<file path="config.mk">
export PLATFORM = sky130hd
export DESIGN_NAME = prog_down_timer
export DESIGN_NICKNAME = d
export VERILOG_FILES = /design/src/rtl/tm_pkg.sv /design/src/rtl/tm_preset_reg.sv /design/src/rtl/tm_trig_edge.sv /design/src/rtl/tm_count_core.sv /design/src/rtl/prog_down_timer.sv
export SDC_FILE = /design/constraint.sdc
export NUM_CORES = 1
export LEC_CHECK = 0
export ABC_AREA = 1
export BUFFER_PORTS_ARGS = -buffer_cell sky130_fd_sc_hd__buf_2
export CAP_MARGIN = 5
export CORE_MARGIN = 2
export CORE_UTILIZATION = 40
export CTS_CLUSTER_DIAMETER = 150
export DETAILED_ROUTE_END_ITERATION = 7
export GPL_ROUTABILITY_DRIVEN = 1
export GPL_TIMING_DRIVEN = 0
export PLACE_DENSITY = 0.71
export SYNTH_ARGS = -nofsm -noshare
export SYNTH_HDL_FRONTEND = slang
export SYNTH_HIERARCHICAL = 1
export SYNTH_SLANG_ARGS = --single-unit
</file>
<file path="constraint.sdc">
create_clock -name clk -period 1.9 [get_ports clk]
set_input_delay 0.38 -clock clk [delete_from_list [all_inputs] [get_ports clk]]
set_output_delay 0.38 -clock clk [all_outputs]
set_load 0.02 [all_outputs]
</file>
<file path="src/rtl/tm_pkg.sv">
package tm_pkg;

    typedef enum logic [2:0] {
        MODE_PARK0    = 3'd0,
        MODE_PARK1    = 3'd1,
        MODE_PARK2    = 3'd2,
        MODE_PARK3    = 3'd3,
        MODE_INTV     = 3'd4,
        MODE_INTV_INV = 3'd5,
        MODE_ONESHOT  = 3'd6,
        MODE_FREQ     = 3'd7
    } tm_mode_e;

    function automatic logic is_interval(input tm_mode_e m);
        return (m == MODE_INTV) || (m == MODE_INTV_INV);
    endfunction

endpackage

</file>
<file path="src/rtl/tm_preset_reg.sv">
module tm_preset_reg #(
    parameter int unsigned WIDTH = 16
) (
    input  logic             clk,
    input  logic             rst_n,
    input  logic             le,
    input  logic [WIDTH-1:0] data_in,
    output logic [WIDTH-1:0] preset_o
);
    logic [WIDTH-1:0] preset_d, preset_q;

    always_comb begin
        preset_d = preset_q;
        if (le) preset_d = data_in;
    end

    always_ff @(posedge clk or negedge rst_n) begin
        if (!rst_n) preset_q <= '0;
        else        preset_q <= preset_d;
    end

    assign preset_o = preset_q;


    preset_hold_chk: assert property (@(posedge clk) disable iff (!rst_n)
        !le |=> preset_q == $past(preset_q))
        else $error("preset changed without strobe");

endmodule

</file>
<file path="src/rtl/tm_trig_edge.sv">
module tm_trig_edge (
    input  logic clk,
    input  logic rst_n,
    input  logic trig_in,
    output logic fall_o
);
    logic trig_d, trig_q;

    always_comb trig_d = trig_in;

    always_ff @(posedge clk or negedge rst_n) begin
        if (!rst_n) trig_q <= 1'b0;
        else        trig_q <= trig_d;
    end

    assign fall_o = trig_q & ~trig_in;

endmodule

</file>
<file path="src/rtl/tm_count_core.sv">
module tm_count_core
    import tm_pkg::*;
#(
    parameter int unsigned WIDTH = 16
) (
    input  logic             clk,
    input  logic             rst_n,
    input  tm_mode_e         mode,
    input  logic             trig,
    input  logic             trig_fall,
    input  logic [WIDTH-1:0] preset,
    output logic             active_o,
    output logic             half_o
);
    localparam logic [WIDTH-1:0] ONE  = WIDTH'(1);
    localparam logic [WIDTH-1:0] ZERO = '0;

    typedef struct packed {
        logic [WIDTH-1:0] count;
        logic             armed;
        logic             active;
        logic             half;
    } core_state_t;

    core_state_t st_d, st_q;
    logic        fire;

    always_comb begin
        st_d = st_q;
        fire = 1'b0;
        unique case (mode)
            MODE_INTV, MODE_INTV_INV: begin
                st_d.active = 1'b0;
                if (trig) begin
                    st_d.armed = 1'b0;
                    if (st_q.count == ZERO) st_d.count = preset;
                end else if (trig_fall) begin
                    st_d.armed = 1'b1;
                end else if (st_q.armed) begin
                    if (st_q.count == ONE) begin
                        st_d.count  = ZERO;
                        st_d.active = 1'b1;
                        st_d.armed  = 1'b0;
                        fire        = 1'b1;
                    end else if (st_q.count == ZERO) begin
                        st_d.armed = 1'b0;
                    end else begin
                        st_d.count = st_q.count - ONE;
                    end
                end
            end
            MODE_ONESHOT: begin
                if (trig) begin
                    st_d.count = preset;
                    st_d.armed = 1'b0;
                end else if (trig_fall) begin
                    st_d.armed = 1'b1;
                end else if (st_q.armed) begin
                    if (st_q.count <= ONE) begin
                        st_d.count  = ZERO;
                        st_d.active = 1'b0;
                        st_d.armed  = 1'b0;
                        fire        = (st_q.count == ONE);
                    end else begin
                        st_d.count  = st_q.count - ONE;
                        st_d.active = 1'b1;
                    end
                end
            end
            MODE_FREQ: begin
                st_d.active = 1'b0;
                if (trig) begin
                    st_d.count = preset;
                    st_d.armed = 1'b0;
                end else if (trig_fall) begin
                    st_d.armed = 1'b1;
                end else if (st_q.armed) begin
                    if (st_q.count <= ONE) begin
                        st_d.count  = preset;
                        st_d.active = 1'b1;
                        fire        = 1'b1;
                    end else begin
                        st_d.count = st_q.count - ONE;
                    end
                end
            end
            default: begin
                st_d.armed  = 1'b0;
                st_d.active = 1'b0;
            end
        endcase
        st_d.half = st_q.half ^ fire;
    end

    always_ff @(posedge clk or negedge rst_n) begin
        if (!rst_n) st_q <= '0;
        else        st_q <= st_d;
    end

    assign active_o = st_q.active;
    assign half_o   = st_q.half;


    always @(posedge clk) begin
        if (!rst_n) begin
            reset_state_chk: assert (st_q.count == ZERO && !st_q.armed && !st_q.active && !st_q.half)
                else $error("state not cleared in reset");
        end
    end


    single_pulse_chk: assert property (@(posedge clk) disable iff (!rst_n)
        (is_interval(mode) && st_q.active) |=> !st_q.active)
        else $error("interval pulse longer than one cycle");


    hold_no_reload_chk: assert property (@(posedge clk) disable iff (!rst_n)
        (is_interval(mode) && trig && st_q.count != ZERO) |=> st_q.count == $past(st_q.count))
        else $error("count moved during hold");


    retrig_keep_chk: assert property (@(posedge clk) disable iff (!rst_n)
        (mode == MODE_ONESHOT && trig) |=> (st_q.active == $past(st_q.active) && st_q.count == $past(preset)))
        else $error("one-shot retrigger misbehaved");


    freq_reload_chk: assert property (@(posedge clk) disable iff (!rst_n)
        (mode == MODE_FREQ && trig) |=> (!st_q.active && st_q.count == $past(preset)))
        else $error("frequency reload misbehaved");


    idle_hold_chk: assert property (@(posedge clk) disable iff (!rst_n)
        (mode < MODE_INTV) |=> (!st_q.active && st_q.half == $past(st_q.half)))
        else $error("parked mode disturbed outputs");


    half_toggle_chk: assert property (@(posedge clk) disable iff (!rst_n)
        (st_q.half != $past(st_q.half)) |-> (st_q.active || $past(st_q.active)))
        else $error("half toggled without pulse edge");

endmodule

</file>
<file path="src/rtl/prog_down_timer.sv">
module prog_down_timer
    import tm_pkg::*;
#(
    parameter int unsigned WIDTH = 16
) (
    input  logic             clk,
    input  logic             rst_n,
    input  logic [2:0]       mode_sel,
    input  logic             trig,
    input  logic [WIDTH-1:0] preset_in,
    input  logic             preset_le,
    output logic             pulse_o,
    output logic             half_o
);
    tm_mode_e         mode;
    logic [WIDTH-1:0] preset;
    logic             trig_fall;
    logic             active;

    assign mode = tm_mode_e'(mode_sel);

    tm_preset_reg #(.WIDTH(WIDTH)) u_preset (
        .clk      (clk),
        .rst_n    (rst_n),
        .le       (preset_le),
        .data_in  (preset_in),
        .preset_o (preset)
    );

    tm_trig_edge u_edge (
        .clk     (clk),
        .rst_n   (rst_n),
        .trig_in (trig),
        .fall_o  (trig_fall)
    );

    tm_count_core #(.WIDTH(WIDTH)) u_core (
        .clk       (clk),
        .rst_n     (rst_n),
        .mode      (mode),
        .trig      (trig),
        .trig_fall (trig_fall),
        .preset    (preset),
        .active_o  (active),
        .half_o    (half_o)
    );

    assign pulse_o = active ^ (mode == MODE_INTV_INV);

endmodule

</file>
==> impl_results.rst <==
.. list-table::
   :header-rows: 1

   * - Metric
     - Value
   * - Result of the run
     - finished clean
   * - Proportion of register bits with asynchronous set or reset after synthesis
     - 1.00
   * - Leading cell type in the layout, fill and taps excluded
     - nand2_1
   * - Worst Path Max Fanout
     - 10
   * - Leakage power total
     - 1.74 nW
   * - CP Launch Type
     - register
   * - Net switching component of the power
     - 0.869 mW
   * - Number of placed instances with taps included
     - 501
   * - Die H
     - 84.1 um
   * - Wire length of the first global-routing pass
     - 10,600 um
   * - Layout cells sized above 1
     - 0.183
   * - Total power
     - 2.28 mW
   * - Number of placed I/O pins
     - 25
   * - Overall overflow remaining after global route
     - 0
   * - Seq/Total Area, Yosys
     - 0.351
   * - Crit share post-route
     - 0.939
   * - Synthesized netlist cell count
     - 401
   * - Sw Ratio
     - 0.380
   * - Type of the tightest min-delay check
     - primary input to async pin
   * - Antenna Diode Count
     - 0
   * - Pin slew with the least headroom to its limit
     - 809 ps
   * - Number of library cell types mapped by synthesis
     - 29
   * - Finished layout cell area
     - 3010 sq um
   * - Row count
     - 29
   * - Reg power frac
     - 0.415
   * - Most frequent cells in the layout
     - 195 x nand2_1, 46 x nand3_1, 36 x dfrtp_1
   * - Area added between synthesis and finish
     - 17.3%
   * - Final count of pins violating max slew
     - 0
   * - Most area-consuming cells after synthesis
     - dfrtp_1 35%, nand2_1 29%, nand3_1 9.0%
   * - Final setup skew
     - 4.81 ps
   * - Initial detailed-routing violation count
     - 226
   * - Primary FF master, synth
     - dfrtp_1
   * - Initial core utilization
     - 0.409
   * - Clock group share of total power
     - 0.236
   * - Sum of routed wire length over all layers
     - 6160 um
   * - Average routed wire per standard cell
     - 11.8 um
   * - Vias in the first global route
     - 2,343
   * - Crit path kind
     - register to register
   * - Data arrival time of the critical path
     - 2000 ps
   * - Clk sinks
     - 36
   * - Count of nets left with antenna violations after detail routing
     - 0
   * - Portion of total power attributed to combinational logic
     - 0.350
   * - Number of enable flip-flop cells after synthesis
     - 0
   * - Cell area after placement
     - 2780 sq um
   * - Minimum period implied by the final worst setup slack
     - 1780 ps
   * - Total routing resource utilization after global routing
     - 0.182
   * - Worst VDD drop
     - 0.000388 V
   * - Die Wd
     - 84.1 um
   * - Number of nets in the synthesized netlist
     - 427
   * - Avg Inst Size Synth
     - 6.41 sq um
   * - Post-synth design cell area
     - 2570 sq um
   * - Drt drc
     - 0
   * - Maximum number of pins on one net before global-route repair
     - 37
   * - Root Buffer Master
     - clkbuf_8
   * - Clock slew seen by the registers of the worst setup and hold paths
     - 80 ps
   * - Pre-antenna DRT Iters
     - 4
   * - Maximum clock path buffer count
     - 2
   * - Number of port buffers
     - 23
   * - Maximum frequency from static timing analysis
     - 561 MHz
   * - Nets@finish
     - 469
   * - Pwr per Cell Area
     - 758 nW/um^2
   * - Clock insertion delay at the later pin of the skew report
     - 290 ps
   * - Flops & latches, synth
     - 36
   * - Clock tree from TritonCTS
     - yes
   * - Worst setup EP type
     - register
   * - Required time of the critical path
     - 2120 ps
   * - Total Die Area
     - 7080 sq um
   * - Drt via density
     - 4.92
   * - CTS H-tree depth
     - 2
   * - Area of the core
     - 6280 sq um
   * - Internal power
     - 1.42 mW
   * - Num CTS Buffers
     - 5
   * - Count of final setup violators
     - 0
   * - Number of endpoints with negative hold slack in the final report
     - 0
   * - Portion of synthesized cell area occupied by the leading cell type
     - 0.351
   * - Fill cell instance count of the final layout
     - 634
   * - Sum of negative setup slack
     - 0 ps
   * - Area leader, netlist
     - dfrtp_1
   * - Number of warning messages in the yosys log
     - 6
   * - Via total after detailed routing
     - 2,559
   * - Initial antenna violation count
     - 0
   * - Max-capacitance violation count
     - 0
   * - Max_slew headroom
     - 0.461
   * - Routability Congestion
     - 0.889
   * - Final non-filler cell total
     - 520
   * - Post-DP HPWL
     - 4380 um
-- metrics by stage --
stage                util  hold WS, ps  setup WS, ps
floorplan               -         84.4           149
global placement    0.443          459          -126
detailed placement  0.443          465          -175
CTS                 0.460          221          2.74
global route        0.480          223         -28.4
finish              0.480          169           117
-- cell type report --
class                   instances  area (sq um)  share of cell area
well taps                      77          96.3              0.0320
repair buffers                 35           205              0.0681
inverters                      38           148              0.0490
clock inverters                 2          12.5             0.00415
plain buffers                  12           104              0.0345
multi-input cells             315          1480               0.491
flip-flops and latches         36           901               0.299
clock buffers                   5          68.8              0.0228
-- critical path, cell delays in order, from the launching register on --
cell and delay (ps):
dfrtp_1 410, nor2_2 180, nand2_2 90, nor2_4 190, nand2_1 100, nand2_1 150
buf_2 250, nand3_1 100, nand2_1 100, nand2_1 50, o21ai_1 90
-- state kept, by name, indices dropped and copies added (netlist names) --
signal,flops
u_core/st_q,17
u_core/active_o,1
u_core/half_o,1
u_edge/trig_q,1
u_preset/preset_o,16
-- power by group through the flow --
stage	clock network (mW)	logic (mW)	registers, mW
2_1_floorplan	0	0.550	0.932
3_3_place_gp	0	0.691	0.952
3_5_place_dp	0	0.703	0.954
4_1_cts	0.556	0.721	0.940
5_1_grt	0.584	0.909	0.960
6_report	0.538	0.799	0.947
-- cells by family (layout without fill, tap and decap cells) --
| group | count (synthesis) | in the layout | synth area share |
|---|---|---|---|
| AO/OA/AOI/OAI | 16 | 16 | 0.0419 |
| flip-flops | 36 | 36 | 0.351 |
| adder cells (fa/ha/maj) | 3 | 3 | 0.0146 |
| XOR/XNOR | 8 | 8 | 0.0273 |
| buffers and inverters | 50 | 92 | 0.0950 |
| AND/OR/NAND/NOR | 288 | 288 | 0.471 |
-- metal layers --
layer / up-vias / wire, um / global-route usage
li1: 1321 / - / -
met5: - / 0 / 0
met2: 82 / 2870 / 0.302
met4: 0 / 112 / 0.0587
met3: 9 / 394 / 0.0275
met1: 1147 / 2780 / 0.244
-- repair_timing --
| action | in CTS | in global routing |
|---|---|---|
| hold buffers | 0 | 0 |
| buffers inserted | 3 | 9 |
| pin swaps | 1 | 6 |
| gates resized for setup | 3 | 18 |
| setup endpoints to repair | 16 | 16 |
-- final timing paths --
kind	slack, ps	end	depth (start not counted)	from
setup / recovery	120	u_core/st_q[7]	10	u_core/st_q[12]
hold / removal	170	u_core/half_o	1	rst_n
setup reg to reg	120	u_core/st_q[7]	10	u_core/st_q[12]
hold reg to reg	480	u_preset/preset_o[1]	2	u_preset/preset_o[1]
max in group asynchronous	1210	u_core/st_q[10]	1	rst_n
min in group clk	230	u_edge/trig_q	1	trig
-- synthesized netlist by cell type (2+ instances only) --
cell type	count
nand2_1	197
nand3_1	46
dfrtp_1	36
inv_1	36
nor2_1	23
nand2_2	11
xor2_1	6
a21oi_1	4
clkbuf_1	4
nand4_1	4
o21ai_0	4
buf_4	3
buf_6	3
ha_1	3
nor2_2	3
a21o_1	2
nor2_4	2
o211ai_1	2
xnor2_1	2
No activity file was read; power rests on OpenSTA's default activity.
